==> src/rtl/mdu_pkg.sv <==
package mdu_pkg;

  typedef enum logic [3:0] {
    OP_MULU8  = 4'd0,
    OP_MULS8  = 4'd1,
    OP_MULU16 = 4'd2,
    OP_MULS16 = 4'd3,
    OP_DIVU   = 4'd4,
    OP_DIVS   = 4'd5,
    OP_FDIV   = 4'd6,
    OP_EDIVU  = 4'd7,
    OP_EDIVS  = 4'd8
  } mdu_op_e;

  typedef enum logic [1:0] {
    ST_IDLE = 2'd0,
    ST_RUN  = 2'd1,
    ST_FIN  = 2'd2
  } mdu_state_e;

  // Per-operation control decoded at acceptance
  typedef struct packed {
    logic mul;        // multiply path (else divide)
    logic half;       // byte-wide multiply
    logic sdiv;       // signed divide: quotient range check applies
    logic neg_q;      // negate product / quotient
    logic neg_r;      // negate remainder
    logic dz;         // divisor is zero
    logic early_ovf;  // overflow visible from operands
  } mdu_ctl_t;

endpackage

==> src/rtl/mdu_prep.sv <==
module mdu_prep
  import mdu_pkg::*;
#(
  parameter int DW = 16
) (
  input  logic [3:0]      op,
  input  logic [2*DW-1:0] a,
  input  logic [DW-1:0]   b,
  output mdu_ctl_t        ctl,
  output logic [DW-1:0]   mul_x,
  output logic [DW-1:0]   mul_y,
  output logic [DW-1:0]   div_hi,
  output logic [DW-1:0]   div_lo,
  output logic [DW-1:0]   div_d
);
  localparam int HW = DW / 2;
  localparam int AW = 2 * DW;

  logic [HW-1:0] a_h, b_h, a_hm, b_hm;
  logic [DW-1:0] a_w, a_wm, b_wm;
  logic [AW-1:0] a_xm;
  logic          sa_h, sb_h, sa_w, sb_w, sa_x;

  assign a_h  = a[HW-1:0];
  assign b_h  = b[HW-1:0];
  assign a_w  = a[DW-1:0];
  assign sa_h = a_h[HW-1];
  assign sb_h = b_h[HW-1];
  assign sa_w = a_w[DW-1];
  assign sb_w = b[DW-1];
  assign sa_x = a[AW-1];

  // Two's complement magnitudes; the most negative value maps to 2^(n-1)
  assign a_hm = sa_h ? (~a_h + 1'b1) : a_h;
  assign b_hm = sb_h ? (~b_h + 1'b1) : b_h;
  assign a_wm = sa_w ? (~a_w + 1'b1) : a_w;
  assign b_wm = sb_w ? (~b + 1'b1) : b;
  assign a_xm = sa_x ? (~a + 1'b1) : a;

  always_comb begin
    ctl    = '0;
    mul_x  = a_w;
    mul_y  = b;
    div_hi = '0;
    div_lo = a_w;
    div_d  = b;
    case (op)
      OP_MULU8: begin
        ctl.mul  = 1'b1;
        ctl.half = 1'b1;
        mul_x    = {{(DW-HW){1'b0}}, a_h};
        mul_y    = {{(DW-HW){1'b0}}, b_h};
      end
      OP_MULS8: begin
        ctl.mul   = 1'b1;
        ctl.half  = 1'b1;
        ctl.neg_q = sa_h ^ sb_h;
        mul_x     = {{(DW-HW){1'b0}}, a_hm};
        mul_y     = {{(DW-HW){1'b0}}, b_hm};
      end
      OP_MULS16: begin
        ctl.mul   = 1'b1;
        ctl.neg_q = sa_w ^ sb_w;
        mul_x     = a_wm;
        mul_y     = b_wm;
      end
      OP_DIVU: begin
        div_hi = '0;
        div_lo = a_w;
      end
      OP_DIVS: begin
        ctl.sdiv  = 1'b1;
        ctl.neg_q = sa_w ^ sb_w;
        ctl.neg_r = sa_w;
        div_lo    = a_wm;
        div_d     = b_wm;
      end
      OP_FDIV: begin
        div_hi        = a_w;
        div_lo        = '0;
        ctl.early_ovf = (b <= a_w);
      end
      OP_EDIVU: begin
        div_hi        = a[AW-1:DW];
        div_lo        = a_w;
        ctl.early_ovf = (a[AW-1:DW] >= b);
      end
      OP_EDIVS: begin
        ctl.sdiv      = 1'b1;
        ctl.neg_q     = sa_x ^ sb_w;
        ctl.neg_r     = sa_x;
        div_hi        = a_xm[AW-1:DW];
        div_lo        = a_xm[DW-1:0];
        div_d         = b_wm;
        ctl.early_ovf = (a_xm[AW-1:DW] >= b_wm);
      end
      default: begin
        // op 2 and all unassigned codes: unsigned word multiply
        ctl.mul = 1'b1;
      end
    endcase
    if (!ctl.mul && (b == '0)) begin
      ctl.dz        = 1'b1;
      ctl.early_ovf = 1'b0;
    end
  end

endmodule

==> src/rtl/mdu_mul_core.sv <==
module mdu_mul_core #(
  parameter int W = 16
) (
  input  logic           clk,
  input  logic           rst_n,
  input  logic           load,
  input  logic           step,
  input  logic [W-1:0]   mcand,
  input  logic [W-1:0]   mplier,
  output logic [2*W-1:0] prod
);
  logic [2*W-1:0] acc, mc;
  logic [W-1:0]   mp;

  always_ff @(posedge clk or negedge rst_n) begin
    if (!rst_n) begin
      acc <= '0;
      mc  <= '0;
      mp  <= '0;
    end else if (load) begin
      acc <= '0;
      mc  <= {{W{1'b0}}, mcand};
      mp  <= mplier;
    end else if (step) begin
      if (mp[0]) acc <= acc + mc;
      mc <= {mc[2*W-2:0], 1'b0};
      mp <= {1'b0, mp[W-1:1]};
    end
  end

  assign prod = acc;

endmodule

==> src/rtl/mdu_div_core.sv <==
module mdu_div_core #(
  parameter int W = 16
) (
  input  logic         clk,
  input  logic         rst_n,
  input  logic         load,
  input  logic         step,
  input  logic [W-1:0] hi,
  input  logic [W-1:0] lo,
  input  logic [W-1:0] dvsr,
  output logic [W-1:0] quo,
  output logic [W-1:0] rem
);
  logic [W-1:0] rr, qq, dd;
  logic [W:0]   trial;
  logic         fits;

  // Partial remainder shifted left with the next dividend bit
  assign trial = {rr, qq[W-1]};
  assign fits  = (trial >= {1'b0, dd});

  always_ff @(posedge clk or negedge rst_n) begin
    if (!rst_n) begin
      rr <= '0;
      qq <= '0;
      dd <= '0;
    end else if (load) begin
      rr <= hi;
      qq <= lo;
      dd <= dvsr;
    end else if (step) begin
      rr <= fits ? (trial[W-1:0] - dd) : trial[W-1:0];
      qq <= {qq[W-2:0], fits};
    end
  end

  assign quo = qq;
  assign rem = rr;

endmodule

==> src/rtl/mdu_finish.sv <==
module mdu_finish
  import mdu_pkg::*;
#(
  parameter int DW = 16
) (
  input  mdu_ctl_t        ctl,
  input  logic [2*DW-1:0] prod,
  input  logic [DW-1:0]   quo,
  input  logic [DW-1:0]   rem,
  output logic [2*DW-1:0] res_val,
  output logic [DW-1:0]   rem_val,
  output logic            late_ovf
);
  localparam int AW = 2 * DW;
  localparam logic [DW-1:0] MIN_MAG = {1'b1, {(DW-1){1'b0}}};

  logic [DW-1:0] p_half, q_fix;

  always_comb begin
    p_half   = ctl.neg_q ? (~prod[DW-1:0] + 1'b1) : prod[DW-1:0];
    q_fix    = ctl.neg_q ? (~quo + 1'b1) : quo;
    rem_val  = ctl.neg_r ? (~rem + 1'b1) : rem;
    late_ovf = 1'b0;
    if (ctl.mul) begin
      if (ctl.half) res_val = {{DW{1'b0}}, p_half};
      else          res_val = ctl.neg_q ? (~prod + 1'b1) : prod;
    end else begin
      res_val = {{(AW-DW){1'b0}}, q_fix};
      // Signed quotient must land in the signed range of DW bits
      if (ctl.sdiv) late_ovf = ctl.neg_q ? (quo > MIN_MAG) : quo[DW-1];
    end
  end

endmodule

==> src/rtl/muldiv_unit.sv <==
module muldiv_unit
  import mdu_pkg::*;
#(
  parameter int DW = 16
) (
  input  logic            clk,
  input  logic            rst_n,
  input  logic            in_valid,
  output logic            in_ready,
  input  logic [3:0]      in_op,
  input  logic [2*DW-1:0] in_a,
  input  logic [DW-1:0]   in_b,
  output logic [2*DW-1:0] res_data,
  output logic [DW-1:0]   res_rem,
  output logic            res_ovf,
  output logic            res_dz,
  output logic            res_done
);
  localparam int HW = DW / 2;
  localparam int AW = 2 * DW;
  localparam int CW = $clog2(DW + 1);
  localparam logic [CW-1:0] LAST_HALF = CW'(HW - 1);
  localparam logic [CW-1:0] LAST_FULL = CW'(DW - 1);

  mdu_state_e    state;
  logic [CW-1:0] cnt;
  mdu_ctl_t      ctl_d, ctl_q;
  logic          accept, run_mul, run_div, late_ovf;
  logic [DW-1:0] mul_x, mul_y, div_hi, div_lo, div_d, quo, rem, rem_val;
  logic [AW-1:0] prod, res_val;

  assign in_ready = (state == ST_IDLE);
  assign accept   = in_valid && in_ready;
  assign run_mul  = (state == ST_RUN) && ctl_q.mul;
  assign run_div  = (state == ST_RUN) && !ctl_q.mul;

  mdu_prep #(.DW(DW)) u_prep (
    .op(in_op), .a(in_a), .b(in_b), .ctl(ctl_d),
    .mul_x(mul_x), .mul_y(mul_y),
    .div_hi(div_hi), .div_lo(div_lo), .div_d(div_d)
  );

  mdu_mul_core #(.W(DW)) u_mul (
    .clk(clk), .rst_n(rst_n), .load(accept), .step(run_mul),
    .mcand(mul_x), .mplier(mul_y), .prod(prod)
  );

  mdu_div_core #(.W(DW)) u_div (
    .clk(clk), .rst_n(rst_n), .load(accept), .step(run_div),
    .hi(div_hi), .lo(div_lo), .dvsr(div_d), .quo(quo), .rem(rem)
  );

  mdu_finish #(.DW(DW)) u_fin (
    .ctl(ctl_q), .prod(prod), .quo(quo), .rem(rem),
    .res_val(res_val), .rem_val(rem_val), .late_ovf(late_ovf)
  );

  always_ff @(posedge clk or negedge rst_n) begin
    if (!rst_n) begin
      state    <= ST_IDLE;
      cnt      <= '0;
      ctl_q    <= '0;
      res_data <= '0;
      res_rem  <= '0;
      res_ovf  <= 1'b0;
      res_dz   <= 1'b0;
      res_done <= 1'b0;
    end else begin
      res_done <= 1'b0;
      case (state)
        ST_IDLE: begin
          if (accept) begin
            ctl_q <= ctl_d;
            cnt   <= ctl_d.half ? LAST_HALF : LAST_FULL;
            state <= (ctl_d.dz || ctl_d.early_ovf) ? ST_FIN : ST_RUN;
          end
        end
        ST_RUN: begin
          if (cnt == '0) state <= ST_FIN;
          else           cnt   <= cnt - 1'b1;
        end
        ST_FIN: begin
          state    <= ST_IDLE;
          res_done <= 1'b1;
          if (ctl_q.dz) begin
            res_data <= {{DW{1'b0}}, {DW{1'b1}}};
            res_dz   <= 1'b1;
            res_ovf  <= 1'b0;
          end else if (ctl_q.early_ovf || late_ovf) begin
            res_ovf  <= 1'b1;
            res_dz   <= 1'b0;
          end else begin
            res_data <= res_val;
            if (!ctl_q.mul) res_rem <= rem_val;
            res_ovf  <= 1'b0;
            res_dz   <= 1'b0;
          end
        end
        default: state <= ST_IDLE;
      endcase
    end
  end

endmodule

==> config.mk <==
export PLATFORM = sky130hd
export DESIGN_NAME = muldiv_unit
export DESIGN_NICKNAME = d
export VERILOG_FILES = /design/src/rtl/mdu_pkg.sv /design/src/rtl/mdu_prep.sv /design/src/rtl/mdu_mul_core.sv /design/src/rtl/mdu_div_core.sv /design/src/rtl/mdu_finish.sv /design/src/rtl/muldiv_unit.sv
export SDC_FILE = /design/constraint.sdc
export NUM_CORES = 1
export LEC_CHECK = 0
export ABC_AREA = 1
export BUFFER_PORTS_ARGS = -buffer_cell sky130_fd_sc_hd__buf_2
export CORE_ASPECT_RATIO = 1.1
export CORE_MARGIN = 1
export CORE_UTILIZATION = 45
export DETAILED_ROUTE_END_ITERATION = 10
export GPL_ROUTABILITY_DRIVEN = 1
export PLACE_DENSITY = 0.71
export SETUP_SLACK_MARGIN = 0.3
export SLEW_MARGIN = 15
export SYNTH_ARGS = -nofsm -noshare
export SYNTH_HDL_FRONTEND = slang
export SYNTH_SLANG_ARGS = --single-unit
export TNS_END_PERCENT = 10
==> constraint.sdc <==
create_clock -name clk -period 3.02 [get_ports clk]
set_input_delay 0 -clock clk [delete_from_list [all_inputs] [get_ports clk]]
set_output_delay 0 -clock clk [all_outputs]
set_load 0.01 [all_outputs]
==> out/results.ini <==
[logic_synthesis]
synth.distinct_cells=56
synth_edf_count=0
syn-cell-area_um2=16420
ys_seq_elements=193
syn_nets=2642
synth_seq_area_share_pct=29.42
syn_avg_cell_area_um2=6.620
async_flop_share_pct=100.0
yosysWarnings=0
syn_inst=2480
ys.flop_type=dfrtp_1

[sta]
tns_ns=0
finalClockSkew_ns=0.02408
final_max_slew_viol_count=0
rsz0062_at_grt=yes
setup_viol=0
setup_ws_ns=0.3818
fin_crit_ns=2.638
fin_crit_sh_pct=87.36
timing.slew.headroom_pct=33.30
hold_viol=0
tightest_slew_ns=0.9968
max_freq_mhz=379.1

[clock_tree]
cts_tree=yes
cts_buffers=17
cts_setup_buffers=0
clockBufferDepth=2
cts_root_buf=clkbuf_16
cts-htree-levels=4
clk_pin_slew_ns=0.08
clkLatencyLatePin_ns=0.47
cts.sinks=193

[critical_path]
regToRegSetupSlack_ns=0.38
path_class=flop to flop
critPathMostFrequentCell=nand2_1
path_max_fanout=12
crit_buf_inv=2
cp_cell_sequence=ha_1, nand2_1, inv_1, nand2_1, nor3_1, a21oi_2, buf_4, nand3_1, nand3_1, nand2_1, nand2_1, nand2_1
arrival_ns=2.99
crit_path_end_kind=flop
crit_family=simple AND/OR/NAND/NOR gates
slowest_delay_ns=0.56
required_ns=3.37
critPathSlowestCell=a21oi_2
critPathLaunchType=flop

[grt]
grt.overflow.total=0
antenna_found_initial=2
grt_pass1_wl_mm=100.1
grt_pass1_vias=17020
grt_max_degree=84
track_usage_pct=35.88

[final_layout]
layout.cells.non_filler=3117
antenna_cells=0
syn_to_final_growth_pct=12.99
nets=2779
drive_above_1_share_pct=11.25
final_area_um2=18550

[routing]
ant_nets=0
avgRoutedWirePerCell_um=21.09
drtIter0Drc=1670
via_per_inst=5.713
drt-total-wl_mm=65.73
drc=0
drt-pass1-iter-count=6
vias=17810

[job]
cap_violations=0

[hold_path]
hold_class=input pin to flop

[die]
die_y_um=202.3
io-pin-count=107
core_um2=36080
dieArea_um2=37250
rows=73
fp.dieW_um=184.1
initial_utilization_pct=45.50

[placement]
placed_cell_area_um2=17800
port_buffers=106
dp.cells=3073
place_congestion=1.064
dp_hpwl_mm=52.45
dp_slack_ns=0.1811

[outcome]
outcome=finished, final reports clean

[power_and_ir_drop]
ir_drop_mv=0.4829
leakagePower_nw=9.207
power_density_nw_per_um2=1002

path summary, 6_finish.rpt:
kind / endpoint / start / cells after the start
max in group asynchronous: u_div.dd[13] / rst_n / 3
max: u_div.rem[9] / u_div.rem[4] / 12
max reg2reg: u_div.rem[9] / u_div.rem[4] / 12
min reg2reg: res_rem[8] / res_rem[8] / 2
min: u_div.dd[1] / in_b[1] / 4
min in group asynchronous: u_mul.prod[31] / rst_n / 2
Yosys cell counts (7+ instances only):
cell type	n	area, um^2
inv_2	10	37.54
nor2_1	233	874.6
nand3b_1	8	60.06
nor3_1	44	220.2
dfrtp_1	193	4830
inv_1	270	1013
clkbuf_1	31	116.4
nand3_1	174	870.8
o221ai_1	12	105.1
buf_2	35	175.2
a22oi_1	7	52.55
o21a_1	12	90.09
nand4_1	26	162.7
ha_1	105	1314
nor2_2	7	43.79
clkinv_1	7	26.28
o21bai_1	7	52.55
o22ai_1	52	325.3
nand2_1	677	2541
a21oi_1	145	725.7
o211ai_1	17	127.6
nand2_2	11	68.82
xor2_1	46	402.9
o21ai_2	20	175.2
xnor2_1	14	122.6
a21boi_0	7	52.55
o21ai_0	208	1041
o21ai_1	24	120.1
cell families after synthesis:
logic type	share of synthesized area, %
xor gates and xnor gates	3.201
DFF	29.42
AOI/OAI and AO/OA	19.04
and+or+nand+nor	31.17
adders and majority gates	8.246
buffers and inverters	8.925
power breakdown:
group	switching (mW)	total, mW	leakage, nW	internal (mW)
clock network	1.22	2.42	0.296	1.20
registers	1.20	4.91	2.43	3.71
logic	7.42	11.3	6.48	3.85
total	9.84	18.6	9.21	8.75
layout make-up:
type / count / area, um^2
Fill cell: 3725 / 17530
Multi-Input combinational cell: 1921 / 10150
Sequential cell: 193 / 4830
Timing Repair Buffer: 196 / 1270
Inverter: 288 / 1084
Tap cell: 487 / 609.3
Clock buffer: 17 / 425.4
Clock inverter: 15 / 185.2
cell usage in the layout (no fill, tap or decap), types with 7 or more instances in the layout:
master / netlist / final
clkbuf_16: 0 / 17
ha_1: 105 / 105
nand2_1: 677 / 676
o221ai_1: 12 / 12
buf_4: 0 / 76
nor3_1: 44 / 43
o21ai_0: 208 / 207
o21ai_1: 24 / 24
nand2_2: 11 / 11
nand4_1: 26 / 26
nor2_2: 7 / 9
nor2_1: 233 / 231
clkinv_1: 7 / 7
o21ai_2: 20 / 21
a22oi_1: 7 / 7
inv_2: 10 / 11
nand3b_1: 8 / 8
inv_1: 270 / 269
nand3_1: 174 / 174
dlygate4sd3_1: 0 / 12
buf_2: 35 / 105
o22ai_1: 52 / 52
a21oi_1: 145 / 144
o211ai_1: 17 / 17
xnor2_1: 14 / 14
o21a_1: 12 / 12
o21bai_1: 7 / 7
xor2_1: 46 / 46
dfrtp_1: 193 / 193
a21boi_0: 7 / 7
per-layer routing:
layer  track usage [%]  part of all wire [%]  vias up
li1                  -                     -     8536
met1             42.67                    39     8347
met2             59.25                    47      738
met3             4.883                   5.8      181
met4             25.98                   7.9        4
met5                 0                 0.032        -
registers in the layout, indices dropped and copies added (netlist names):
| signal | count |
|---|---|
| res_ovf | 1 |
| ctl_q | 7 |
| u_div.dd | 16 |
| cnt | 5 |
| u_mul.mp | 16 |
| u_div.quo | 16 |
| u_mul.mc | 32 |
| state | 2 |
| res_done | 1 |
| res_data | 32 |
| u_div.rem | 16 |
| u_mul.prod | 32 |
| res_dz | 1 |
| res_rem | 16 |
repair_timing:
item                                   in CTS  in global routing
endpoints found under the hold margin      93                  0
setup endpoints to repair                   0                 24
resized for setup                           0                  7
hold buffers                               12                  0
tightest hold or removal path, stage by stage:
cell      delay (ns)
buf_2           0.14
buf_4           0.18
nand2_1         0.06
o221ai_1        0.06
metrics by stage:
stage	power [mW]	util [%]	hold slack, ns
2_1_floorplan	12.40	-	-0.2956
3_3_place_gp	15.75	49.34	0.09497
3_5_place_dp	15.93	49.34	0.09954
4_1_cts	18.41	51.37	0.006095
5_1_grt	20.08	51.42	0.01563
6_report	18.59	51.42	0.02298
No activity file was read; power rests on OpenSTA's default activity.
